File: config.mk
export PLATFORM = sky130hd
export DESIGN_NAME = fa_wb_cache
export DESIGN_NICKNAME = d
export VERILOG_FILES = /design/src/rtl/cache_pkg.sv /design/src/rtl/cache_tag_match.sv /design/src/rtl/cache_repl.sv /design/src/rtl/cache_line_store.sv /design/src/rtl/fa_wb_cache.sv
export SDC_FILE = /design/constraint.sdc
export NUM_CORES = 2
export LEC_CHECK = 0
export BUFFER_PORTS_ARGS = -buffer_cell sky130_fd_sc_hd__buf_2
export CORE_MARGIN = 10
export CORE_UTILIZATION = 45
export CTS_CLUSTER_SIZE = 8
export DETAILED_ROUTE_END_ITERATION = 10
export PLACE_DENSITY_LB_ADDON = 0.1
export SLEW_MARGIN = 30
export SYNTH_ARGS = -nofsm -noshare
export SYNTH_HDL_FRONTEND = slang
export SYNTH_HIERARCHICAL = 1
export SYNTH_SLANG_ARGS = --single-unit
export TNS_END_PERCENT = 1
File: constraint.sdc
create_clock -name clk -period 12 [get_ports clk]
set_input_delay 2.4 -clock clk [delete_from_list [all_inputs] [get_ports clk]]
set_output_delay 2.4 -clock clk [all_outputs]
set_load 0.05 [all_outputs]
File: src/rtl/cache_pkg.sv
package cache_pkg;

  typedef enum logic [1:0] {
    ST_IDLE  = 2'd0,
    ST_WBACK = 2'd1,
    ST_FILL  = 2'd2,
    ST_RESP  = 2'd3
  } cache_state_e;

  typedef enum logic {
    REPL_LRU  = 1'b0,
    REPL_FIFO = 1'b1
  } repl_e;

endpackage

File: src/rtl/cache_tag_match.sv
module cache_tag_match #(
  parameter int SLOTS  = 8,
  parameter int TAG_W  = 27,
  parameter int SLOT_W = $clog2(SLOTS)
) (
  input  logic [SLOTS-1:0]       valid,
  input  logic [SLOTS*TAG_W-1:0] tags,
  input  logic [TAG_W-1:0]       look_tag,
  output logic [SLOTS-1:0]       match_vec,
  output logic                   hit,
  output logic [SLOT_W-1:0]      hit_idx,
  output logic                   has_free,
  output logic [SLOT_W-1:0]      free_idx
);

  for (genvar g = 0; g < SLOTS; g++) begin : g_cmp
    assign match_vec[g] = valid[g] && (tags[g*TAG_W +: TAG_W] == look_tag);
  end

  // lowest index wins for both encoders
  always_comb begin
    hit_idx  = '0;
    free_idx = '0;
    for (int i = SLOTS - 1; i >= 0; i--) begin
      if (match_vec[i]) hit_idx = SLOT_W'(i);
      if (!valid[i])    free_idx = SLOT_W'(i);
    end
  end

  assign hit      = |match_vec;
  assign has_free = ~&valid;

endmodule

File: src/rtl/cache_repl.sv
module cache_repl #(
  parameter int              SLOTS  = 8,
  parameter int              SLOT_W = $clog2(SLOTS),
  parameter cache_pkg::repl_e POLICY = cache_pkg::REPL_LRU
) (
  input  logic              clk,
  input  logic              rst_n,
  input  logic              use_en,
  input  logic [SLOT_W-1:0] use_idx,
  input  logic              fill_en,
  input  logic [SLOT_W-1:0] fill_idx,
  output logic [SLOT_W-1:0] victim
);

  logic              touch;
  logic [SLOT_W-1:0] touch_idx;
  logic [SLOT_W-1:0] rank_q [SLOTS];

  if (POLICY == cache_pkg::REPL_LRU) begin : g_lru
    assign touch     = use_en || fill_en;
    assign touch_idx = fill_en ? fill_idx : use_idx;
  end else begin : g_fifo
    logic unused_hits;
    assign unused_hits = use_en ^ (^use_idx);
    assign touch       = fill_en;
    assign touch_idx   = fill_idx;
  end

  // rank 0 = newest, SLOTS-1 = next to leave; ranks stay a permutation
  always_ff @(posedge clk or negedge rst_n) begin
    if (!rst_n) begin
      for (int i = 0; i < SLOTS; i++) rank_q[i] <= SLOT_W'(SLOTS - 1 - i);
    end else if (touch) begin
      for (int i = 0; i < SLOTS; i++) begin
        if (SLOT_W'(i) == touch_idx)          rank_q[i] <= '0;
        else if (rank_q[i] < rank_q[touch_idx]) rank_q[i] <= rank_q[i] + 1'b1;
      end
    end
  end

  always_comb begin
    victim = '0;
    for (int i = 0; i < SLOTS; i++)
      if (rank_q[i] == SLOT_W'(SLOTS - 1)) victim = SLOT_W'(i);
  end

endmodule

File: src/rtl/cache_line_store.sv
module cache_line_store #(
  parameter int SLOTS  = 8,
  parameter int WORDS  = 8,
  parameter int DATA_W = 32,
  parameter int SLOT_W = $clog2(SLOTS),
  parameter int WIDX_W = $clog2(WORDS)
) (
  input  logic                  clk,
  input  logic [SLOT_W-1:0]     rd_slot,
  input  logic [WIDX_W-1:0]     rd_word,
  output logic [DATA_W-1:0]     rd_data,
  input  logic                  wr_en,
  input  logic [SLOT_W-1:0]     wr_slot,
  input  logic [WIDX_W-1:0]     wr_word,
  input  logic [DATA_W/8-1:0]   wr_be,
  input  logic [DATA_W-1:0]     wr_data
);

  localparam int BYTES_W = DATA_W / 8;
  localparam int DEPTH   = SLOTS * WORDS;

  logic [DATA_W-1:0] line_mem [DEPTH];

  assign rd_data = line_mem[{rd_slot, rd_word}];

  always_ff @(posedge clk) begin
    if (wr_en) begin
      for (int b = 0; b < BYTES_W; b++)
        if (wr_be[b]) line_mem[{wr_slot, wr_word}][b*8 +: 8] <= wr_data[b*8 +: 8];
    end
  end

endmodule

File: src/rtl/fa_wb_cache.sv
module fa_wb_cache #(
  parameter int               ADDR_W     = 32,
  parameter int               DATA_W     = 32,
  parameter int               LINE_BYTES = 32,
  parameter int               SLOTS      = 8,
  parameter cache_pkg::repl_e POLICY     = cache_pkg::REPL_LRU
) (
  input  logic                clk,
  input  logic                rst_n,
  input  logic                cpu_valid,
  output logic                cpu_ready,
  input  logic                cpu_write,
  input  logic [ADDR_W-1:0]   cpu_addr,
  input  logic [DATA_W-1:0]   cpu_wdata,
  input  logic [DATA_W/8-1:0] cpu_be,
  output logic                cpu_rvalid,
  output logic [DATA_W-1:0]   cpu_rdata,
  output logic                mem_req,
  output logic                mem_we,
  output logic [ADDR_W-1:0]   mem_addr,
  output logic [DATA_W-1:0]   mem_wdata,
  input  logic                mem_ack,
  input  logic [DATA_W-1:0]   mem_rdata
);
  import cache_pkg::*;

  localparam int BYTES_W = DATA_W / 8;
  localparam int LANE_W  = $clog2(BYTES_W);
  localparam int OFF_W   = $clog2(LINE_BYTES);
  localparam int TAG_W   = ADDR_W - OFF_W;
  localparam int WORDS   = LINE_BYTES / BYTES_W;
  localparam int WIDX_W  = $clog2(WORDS);
  localparam int SLOT_W  = $clog2(SLOTS);

  function automatic logic [TAG_W-1:0] tag_of(input logic [ADDR_W-1:0] a);
    return a[ADDR_W-1:OFF_W];
  endfunction

  function automatic logic [WIDX_W-1:0] word_of(input logic [ADDR_W-1:0] a);
    return a[OFF_W-1:LANE_W];
  endfunction

  function automatic logic [ADDR_W-1:0] beat_addr(input logic [TAG_W-1:0] t,
                                                 input logic [WIDX_W-1:0] k);
    return {t, k, {LANE_W{1'b0}}};
  endfunction

  cache_state_e         state;
  logic [WIDX_W-1:0]    beat;
  logic [SLOT_W-1:0]    vic;
  logic [TAG_W-1:0]     rq_tag;
  logic [WIDX_W-1:0]    rq_word;
  logic                 rq_we;
  logic [DATA_W-1:0]    rq_wdata;
  logic [BYTES_W-1:0]   rq_be;
  logic [SLOTS-1:0]     valid_q;
  logic [SLOTS-1:0]     dirty_q;
  logic [SLOTS*TAG_W-1:0] tag_q;
  logic                 rvalid_q;
  logic [DATA_W-1:0]    rdata_q;

  logic [SLOTS-1:0]     match_vec;
  logic                 hit;
  logic [SLOT_W-1:0]    hit_idx;
  logic                 has_free;
  logic [SLOT_W-1:0]    free_idx;
  logic [SLOT_W-1:0]    repl_victim;

  // named internal events, observed by the bound checker
  logic                 accept;
  logic                 hit_evt;
  logic                 miss_evt;
  logic                 last_beat;
  logic                 fill_done;
  logic [SLOT_W-1:0]    pick;
  logic                 need_wb;

  logic [SLOT_W-1:0]    rd_slot;
  logic [WIDX_W-1:0]    rd_word;
  logic [DATA_W-1:0]    rd_data;
  logic                 wr_en;
  logic [SLOT_W-1:0]    wr_slot;
  logic [WIDX_W-1:0]    wr_word;
  logic [BYTES_W-1:0]   wr_be;
  logic [DATA_W-1:0]    wr_data;

  logic unused_lane;
  assign unused_lane = ^cpu_addr[LANE_W-1:0];

  cache_tag_match #(.SLOTS(SLOTS), .TAG_W(TAG_W), .SLOT_W(SLOT_W)) u_match (
    .valid    (valid_q),
    .tags     (tag_q),
    .look_tag (tag_of(cpu_addr)),
    .match_vec(match_vec),
    .hit      (hit),
    .hit_idx  (hit_idx),
    .has_free (has_free),
    .free_idx (free_idx)
  );

  assign cpu_ready = (state == ST_IDLE);
  assign accept    = cpu_valid && cpu_ready;
  assign hit_evt   = accept && hit;
  assign miss_evt  = accept && !hit;
  assign last_beat = (beat == WIDX_W'(WORDS - 1));
  assign fill_done = (state == ST_FILL) && mem_ack && last_beat;
  assign pick      = has_free ? free_idx : repl_victim;
  assign need_wb   = valid_q[pick] && dirty_q[pick];

  cache_repl #(.SLOTS(SLOTS), .SLOT_W(SLOT_W), .POLICY(POLICY)) u_repl (
    .clk     (clk),
    .rst_n   (rst_n),
    .use_en  (hit_evt),
    .use_idx (hit_idx),
    .fill_en (fill_done),
    .fill_idx(vic),
    .victim  (repl_victim)
  );

  always_comb begin
    unique case (state)
      ST_IDLE:  begin rd_slot = hit_idx; rd_word = word_of(cpu_addr); end
      ST_WBACK: begin rd_slot = vic;     rd_word = beat;              end
      default:  begin rd_slot = vic;     rd_word = rq_word;           end
    endcase
  end

  always_comb begin
    wr_en   = 1'b0;
    wr_slot = vic;
    wr_word = rq_word;
    wr_be   = rq_be;
    wr_data = rq_wdata;
    unique case (state)
      ST_IDLE: begin
        wr_en   = hit_evt && cpu_write;
        wr_slot = hit_idx;
        wr_word = word_of(cpu_addr);
        wr_be   = cpu_be;
        wr_data = cpu_wdata;
      end
      ST_FILL: begin
        wr_en   = mem_ack;
        wr_word = beat;
        wr_be   = '1;
        wr_data = mem_rdata;
      end
      ST_RESP: wr_en = rq_we;
      default: wr_en = 1'b0;
    endcase
  end

  cache_line_store #(.SLOTS(SLOTS), .WORDS(WORDS), .DATA_W(DATA_W),
                     .SLOT_W(SLOT_W), .WIDX_W(WIDX_W)) u_store (
    .clk    (clk),
    .rd_slot(rd_slot),
    .rd_word(rd_word),
    .rd_data(rd_data),
    .wr_en  (wr_en),
    .wr_slot(wr_slot),
    .wr_word(wr_word),
    .wr_be  (wr_be),
    .wr_data(wr_data)
  );

  assign mem_req   = (state == ST_WBACK) || (state == ST_FILL);
  assign mem_we    = (state == ST_WBACK);
  assign mem_addr  = (state == ST_WBACK) ? beat_addr(tag_q[vic*TAG_W +: TAG_W], beat)
                                         : beat_addr(rq_tag, beat);
  assign mem_wdata = rd_data;

  always_ff @(posedge clk or negedge rst_n) begin
    if (!rst_n) begin
      state    <= ST_IDLE;
      beat     <= '0;
      vic      <= '0;
      rq_tag   <= '0;
      rq_word  <= '0;
      rq_we    <= 1'b0;
      rq_wdata <= '0;
      rq_be    <= '0;
      valid_q  <= '0;
      dirty_q  <= '0;
      tag_q    <= '0;
      rvalid_q <= 1'b0;
      rdata_q  <= '0;
    end else begin
      rvalid_q <= 1'b0;
      unique case (state)
        ST_IDLE: begin
          if (hit_evt) begin
            rvalid_q <= 1'b1;
            rdata_q  <= rd_data;
            if (cpu_write) dirty_q[hit_idx] <= 1'b1;
          end else if (miss_evt) begin
            rq_tag   <= tag_of(cpu_addr);
            rq_word  <= word_of(cpu_addr);
            rq_we    <= cpu_write;
            rq_wdata <= cpu_wdata;
            rq_be    <= cpu_be;
            vic      <= pick;
            beat     <= '0;
            state    <= need_wb ? ST_WBACK : ST_FILL;
          end
        end
        ST_WBACK: begin
          if (mem_ack) begin
            beat <= beat + 1'b1;
            if (last_beat) state <= ST_FILL;
          end
        end
        ST_FILL: begin
          if (mem_ack) begin
            beat <= beat + 1'b1;
            if (last_beat) begin
              valid_q[vic]               <= 1'b1;
              dirty_q[vic]               <= 1'b0;
              tag_q[vic*TAG_W +: TAG_W]  <= rq_tag;
              state                      <= ST_RESP;
            end
          end
        end
        ST_RESP: begin
          rvalid_q <= 1'b1;
          rdata_q  <= rd_data;
          if (rq_we) dirty_q[vic] <= 1'b1;
          state <= ST_IDLE;
        end
        default: state <= ST_IDLE;
      endcase
    end
  end

  assign cpu_rvalid = rvalid_q;
  assign cpu_rdata  = rdata_q;

endmodule

# Word level (Yosys, flattened, before mapping)
# Memories as Yosys holds them, arrays and structs flattened.
# Cells that the tools add are included.
[op_classes]
eq_ne = 36
mul = 1
div_mod_pow = 0
n_bitwise = 7
shift = 3
mux = 94
magnitude_cmp = 14
add_sub_neg = 10
n_reduce_logical = 50
[ops]
columns = ["op", "n"]
rows = [
  ["216-bit bitwise mux", 1],
  ["27-bit == test", 8],
  ["27-bit by 34-bit variable shift with 216-bit output, first input constant", 1],
  ["216-bit by 9-bit indexed part select with 27-bit output", 1],
  ["27-bit by 34-bit indexed part select with 216-bit output", 1],
  ["3-bit two-way mux", 44],
  ["32-bit case mux with 2 select lines", 2],
  ["32-bit two-way mux", 2],
  ["8-bit two-way mux", 5],
  ["8-bit negation with 34-bit output", 1],
  ["3-bit by 1-bit adder with 3-bit output, second input constant", 9],
  ["3-bit == test, second input constant", 8],
  ["3-bit < comparator", 8],
  ["8-bit OR", 3],
  ["8-bit case mux with 3 select lines", 1],
  ["2-bit nonzero test", 10],
  ["1-bit two-way mux", 18],
  ["2-bit two-way mux", 9],
  ["3-bit case mux with 2 select lines", 3],
  ["2-bit AND reduction", 9],
  ["1-bit logical AND", 17],
  ["3-bit == test, first input constant", 4],
  ["3-bit by 4-bit < comparator with 1-bit output, second input constant", 3],
  ["2-bit by 1-bit != test with 1-bit output, second input constant", 6],
  ["30 further kinds", 41],
]
[totals]
output_inout_bits = 100
reg_bits = 364
latch_bits = 0
word_cells = 237
n_memories = 1
input_bits = 105
mem_bits_ro = 0
mem_bits_rw = 2048
[memory_table]
columns = ["name", "words", "word_bits", "read_ports", "rd_clocked_by_memory_dff", "wr", "line_no", "source"]
rows = [
  ["u_store.line_mem", 64, 32, 1, 0, 1, "cache_line_store.sv:22", "logic [DATA_W-1:0] line_mem [DEPTH];"],
]

# Logic depth before layout (Yosys ltp)
[depth]
word_depth = 18
ltp_mapped = 20
depth_no_buf = 18

# Cells and area by module
# The synthesis kept the hierarchy.
[by_module_without_submodules]
columns = ["mod", "cells_per_inst", "seq_area_each_um2", "instances", "area_each_um2"]
rows = [
  ["cache_line_store", 3544, 61499.0, 1, 79130.9],
  ["fa_wb_cache", 1452, 8508.2, 1, 15976.6],
  ["cache_tag_match", 346, 0.0, 1, 2869.0],
  ["cache_repl", 229, 615.6, 1, 2170.8],
]

# Worst setup path before layout
# Ideal clock, no wire load.
[synth_path]
path_type = "input port to output port"
start = "input port cpu_addr[25]"
end = "output port mem_wdata[12]"
arrival_ps = 6905
stages = 16
n_path_buf = 5
path_slack_ps = 2695
t_required_ps = 9600
path_cell_list = "buf_4 xnor2_1 nand4_1 or4_4 nor4_4 o21bai_1 a21oi_1 o22ai_1 nand2_1 o21ai_0 buf_2 buf_2 clkbuf_1 clkbuf_1 nor3_1 nor3_1"
[synth_between]
word_cells_on_any_way = 26
cone_classes = "eq/ne: 8; mux: 9; reduce/logical: 8; memory: 1"
[synth_rtl]
columns = ["element", "line_no", "source"]
rows = [
  ["start, declared", "fa_wb_cache.sv:13", "input logic [ADDR_W-1:0] cpu_addr,"],
  ["27-bit == test", "cache_tag_match.sv:17", "assign match_vec[g] = valid[g] && (tags[g*TAG_W +: TAG_W] == look_tag);"],
  ["1-bit logical AND", "cache_tag_match.sv:17", ""],
  ["named net match_vec[5]", "fa_wb_cache.sv:62", "logic [SLOTS-1:0] match_vec;"],
  ["3-bit two-way mux (6 in series)", "cache_tag_match.sv:25", "if (match_vec[i]) hit_idx = SLOT_W'(i);"],
  ["named net hit_idx[0]", "fa_wb_cache.sv:64", "logic [SLOT_W-1:0] hit_idx;"],
  ["3-bit two-way mux", "fa_wb_cache.sv:121", "unique case (state)"],
  ["named net rd_slot[0]", "fa_wb_cache.sv:78", "logic [SLOT_W-1:0] rd_slot;"],
  ["memory 64 x 32 bit", "--", ""],
  ["end, declared", "fa_wb_cache.sv:21", "output logic [DATA_W-1:0] mem_wdata,"],
]
# The timed path passes the listed nets, and every way through them passes these cells.

# Worst setup path after layout
[layout_path]
start = "input port cpu_addr[24]"
end = "output port mem_wdata[5]"
[layout_between]
elab_chain_cells = 12
word_cells_on_any_way = 26
cone_classes = "eq/ne: 8; mux: 9; reduce/logical: 8; memory: 1"
[layout_lines]
columns = ["element", "line_no"]
rows = [
  ["27-bit == test", "cache_tag_match.sv:17"],
  ["1-bit logical AND", "cache_tag_match.sv:17"],
  ["3-bit two-way mux (7 in series)", "cache_tag_match.sv:25"],
  ["3-bit two-way mux (*)", "cache_tag_match.sv:25"],
  ["named net hit_idx[0]", "fa_wb_cache.sv:64"],
  ["3-bit two-way mux (*)", "fa_wb_cache.sv:121"],
  ["named net rd_slot[0]", "fa_wb_cache.sv:78"],
  ["memory 64 x 32 bit (*)", "--"],
]
# The timed path passes the listed nets; every way through them passes the cells marked *.

==> flow_summary.toml <==
[setup_path]
end_kind = "primary output"
crit_type = "primary input to primary output"
crit_path_frequent_cell = "buf_4"
worstPathCellList = "buf_2 > xnor2_1 > nand4_1 > nor4_1 > nand4_1 > o21bai_1 > a21oi_1 > o22ai_1 > buf_4 > nand2_1 > o21ai_4 > buf_4 > nor2_2 > buf_4 > a221oi_1 > o22ai_1 > nor2_1 > buf_2"
rr_startpoint = "tag_q[208]$_DFFE_PN0P_"
worstPathArrival_ns = 8.05
r2r_slack_ns = 5.40
critical-path-slowest-cell = "a221oi_1"
cp_data_required_time_ns = 9.60
start_kind = "primary input"
critPathTopFamily = "simple AND/OR/NAND/NOR gates"
critical_path_cell_count = 18
r2r_cells = 14
regToRegEndpoint = "u_store/line_mem[18][25]$_DFFE_PP_"
path_buf_inv = 5
slowest_delay_ns = 0.75
worstPathMaxFanout = 40

[finish]
final_cells = 8996
fill_cells = 17917
nNetsFinal = 6046
drive_above_1_share = 0.279
area_growth_pct = 13.8

[detailed_routing]
vias = 55436
wl_per_cell_um = 33.7
routed_wl_um = 303000
drtAntennaViolNets = 0
vias_per_cell = 6.16
dr.pass1.iters = 6
drt-initial-drc-count = 6683
drc = 0

[timing]
timing.final.ws_setup_ns = 1.55
fin_crit_ns = 10.45
finalCritPeriodShare = 0.871
relSlewSlack = 0.317
fin_setup_tns_ns = 0
fmax_ghz = 0.0957
drv_slew = 0
tightest_slew_ns = 1.02
hold_violations = 0
rsz0062_at_grt = "false"
hold_slack_ns = 0.484
worst_clock_skew_ns = 0.0720
setup-violations-final = 0

[synthesis]
syn_inst = 5570
synth_warnings = 6
avgSynthCellArea_um2 = 18.0
netlist_area_mm2 = 0.100

[hold_path]
hp-start = "dirty_q[2]$_DFFE_PN0P_"
holdCritPathClass = "flop to flop"
holdPathStages = 2
holdPathEnd = "dirty_q[2]$_DFFE_PN0P_"

[power_and_ir_drop]
power_mw = 33.3
cellLeakagePower_nw = 38.0
combPwrFrac = 0.396
seqPwrFrac = 0.344
internal_power_mw = 20.8
switching_share = 0.376
clkPwrFrac = 0.261
netSwitchingPower_mw = 12.5
vdd_drop_max_v = 0.000305
pwr_density_cell_mw_per_mm2 = 292

[floorplanning]
start_util = 0.451
io_pins = 205
rows = 173
core_region_area_mm2 = 0.222
fp.dieW_um = 492
die_area_mm2 = 0.242
die_height_um = 492

[cts]
cts_buffers = 352
cts_hold_buf = 0
cts_root_buffer = "clkbuf_16"
cts.sink_count = 2412
htreeDepth = 5
cts_setup_buffers = 0
clk_pin_slew_ns = 0.06
clock_path_buffers = 4
cts.repair.resized = 0
clk_latency_ns = 0.94
cts_tree = "built"

[global_routing]
grt_remaining_overflow = 0
grt_max_degree = 151
grt_pass1_vias = 55271
antenna_found_initial = 25
grtUsageTotal = 0.246
grt_pass1_wl_um = 429000

[status]
status = "completed"

[placed_design]
place_hpwl_um = 195000
place_inst = 8529
globalplace.congestion = 0.900
port_buffers = 200
post-place-ws_ns = 1.69

[flow_run]
maxCapViolCount = 0
-- worst min-delay path, stage by stage (launching register included) --
cell     delay [ns]
dfrtp_1        0.34
nand2_1        0.05
o21ai_0        0.06
-- power groups by stage --
stage,logic (mW),registers [mW],clock network (mW)
after floorplan,8.10,11.8,0
after global placement,13.1,11.6,0
after detailed placement,13.2,11.6,0
after CTS,13.2,11.4,8.83
after global routing,13.8,11.5,9.18
final,13.2,11.4,8.68
-- how the worst max path moves through the flow --
stage / slack, ns / from / endpoint
2_1_floorplan: 2.70 / cpu_addr[25] / mem_wdata[12]
5_1_grt: 1.55 / cpu_addr[24] / mem_wdata[5]
4_1_cts: 1.68 / cpu_addr[24] / mem_wdata[5]
3_5_place_dp: 1.69 / cpu_addr[24] / mem_wdata[5]
3_3_place_gp: 1.58 / cpu_addr[19] / mem_wdata[0]
6_report: 1.55 / cpu_addr[24] / mem_wdata[5]
-- layout make-up --
| class | instances | area [um^2] | area share |
|---|---|---|---|
| antenna | 14 | 35.0 | 0.000308 |
| clock buffer | 443 | 9250 | 0.0812 |
| clock inverter | 10 | 101 | 0.000890 |
| inverter | 32 | 120 | 0.00105 |
| multi-input combinational | 2779 | 27900 | 0.245 |
| sequential | 2412 | 70600 | 0.620 |
| tap | 2975 | 3720 | 0.0327 |
| timing repair buffer | 331 | 2180 | 0.0191 |
-- per-stage QoR --
| stage | utilization | instance area [um^2] |
|---|---|---|
| 6_report | 0.513 | 114000 |
| 5_1_grt | 0.513 | 114000 |
| 4_1_cts | 0.513 | 114000 |
| 3_5_place_dp | 0.471 | 104000 |
| 3_3_place_gp | 0.470 | 104000 |
| 2_1_floorplan | - | 100000 |
-- layout by cell type, fill, tap and decap left out, types with 110 or more instances in the layout --
cell type and n:
a22oi_1 110, mux2i_1 125, o21ai_0 155, edfxtp_1 2048, nor2_1 303, xnor2_1 176, buf_4 115, mux2_2 265
mux4_2 545, dfrtp_1 349, nand2_1 355, clkbuf_16 356, buf_2 199
-- registers in the layout, summed over array words and instances, names as in the netlist --
signal and flops:
vic 3, cpu_rvalid 1, u_repl/rank_q 24, beat 3, dirty_q 8, rq_word 3
u_store/line_mem 2048, valid_q 8, state 2, rq_tag 27, cpu_rdata 32, rq_be 4
rq_wdata 32, tag_q 216, rq_we 1
-- per-layer routing --
| layer | GRT usage | vias to the layer above | wire length [um] |
|---|---|---|---|
| li1 | - | 22781 | - |
| met1 | 0.352 | 29647 | 129000 |
| met2 | 0.377 | 2453 | 140000 |
| met3 | 0.0557 | 551 | 25300 |
| met4 | 0.0748 | 4 | 9550 |
| met5 | 0 | - | 27 |
(Power assumes the default switching activity.)
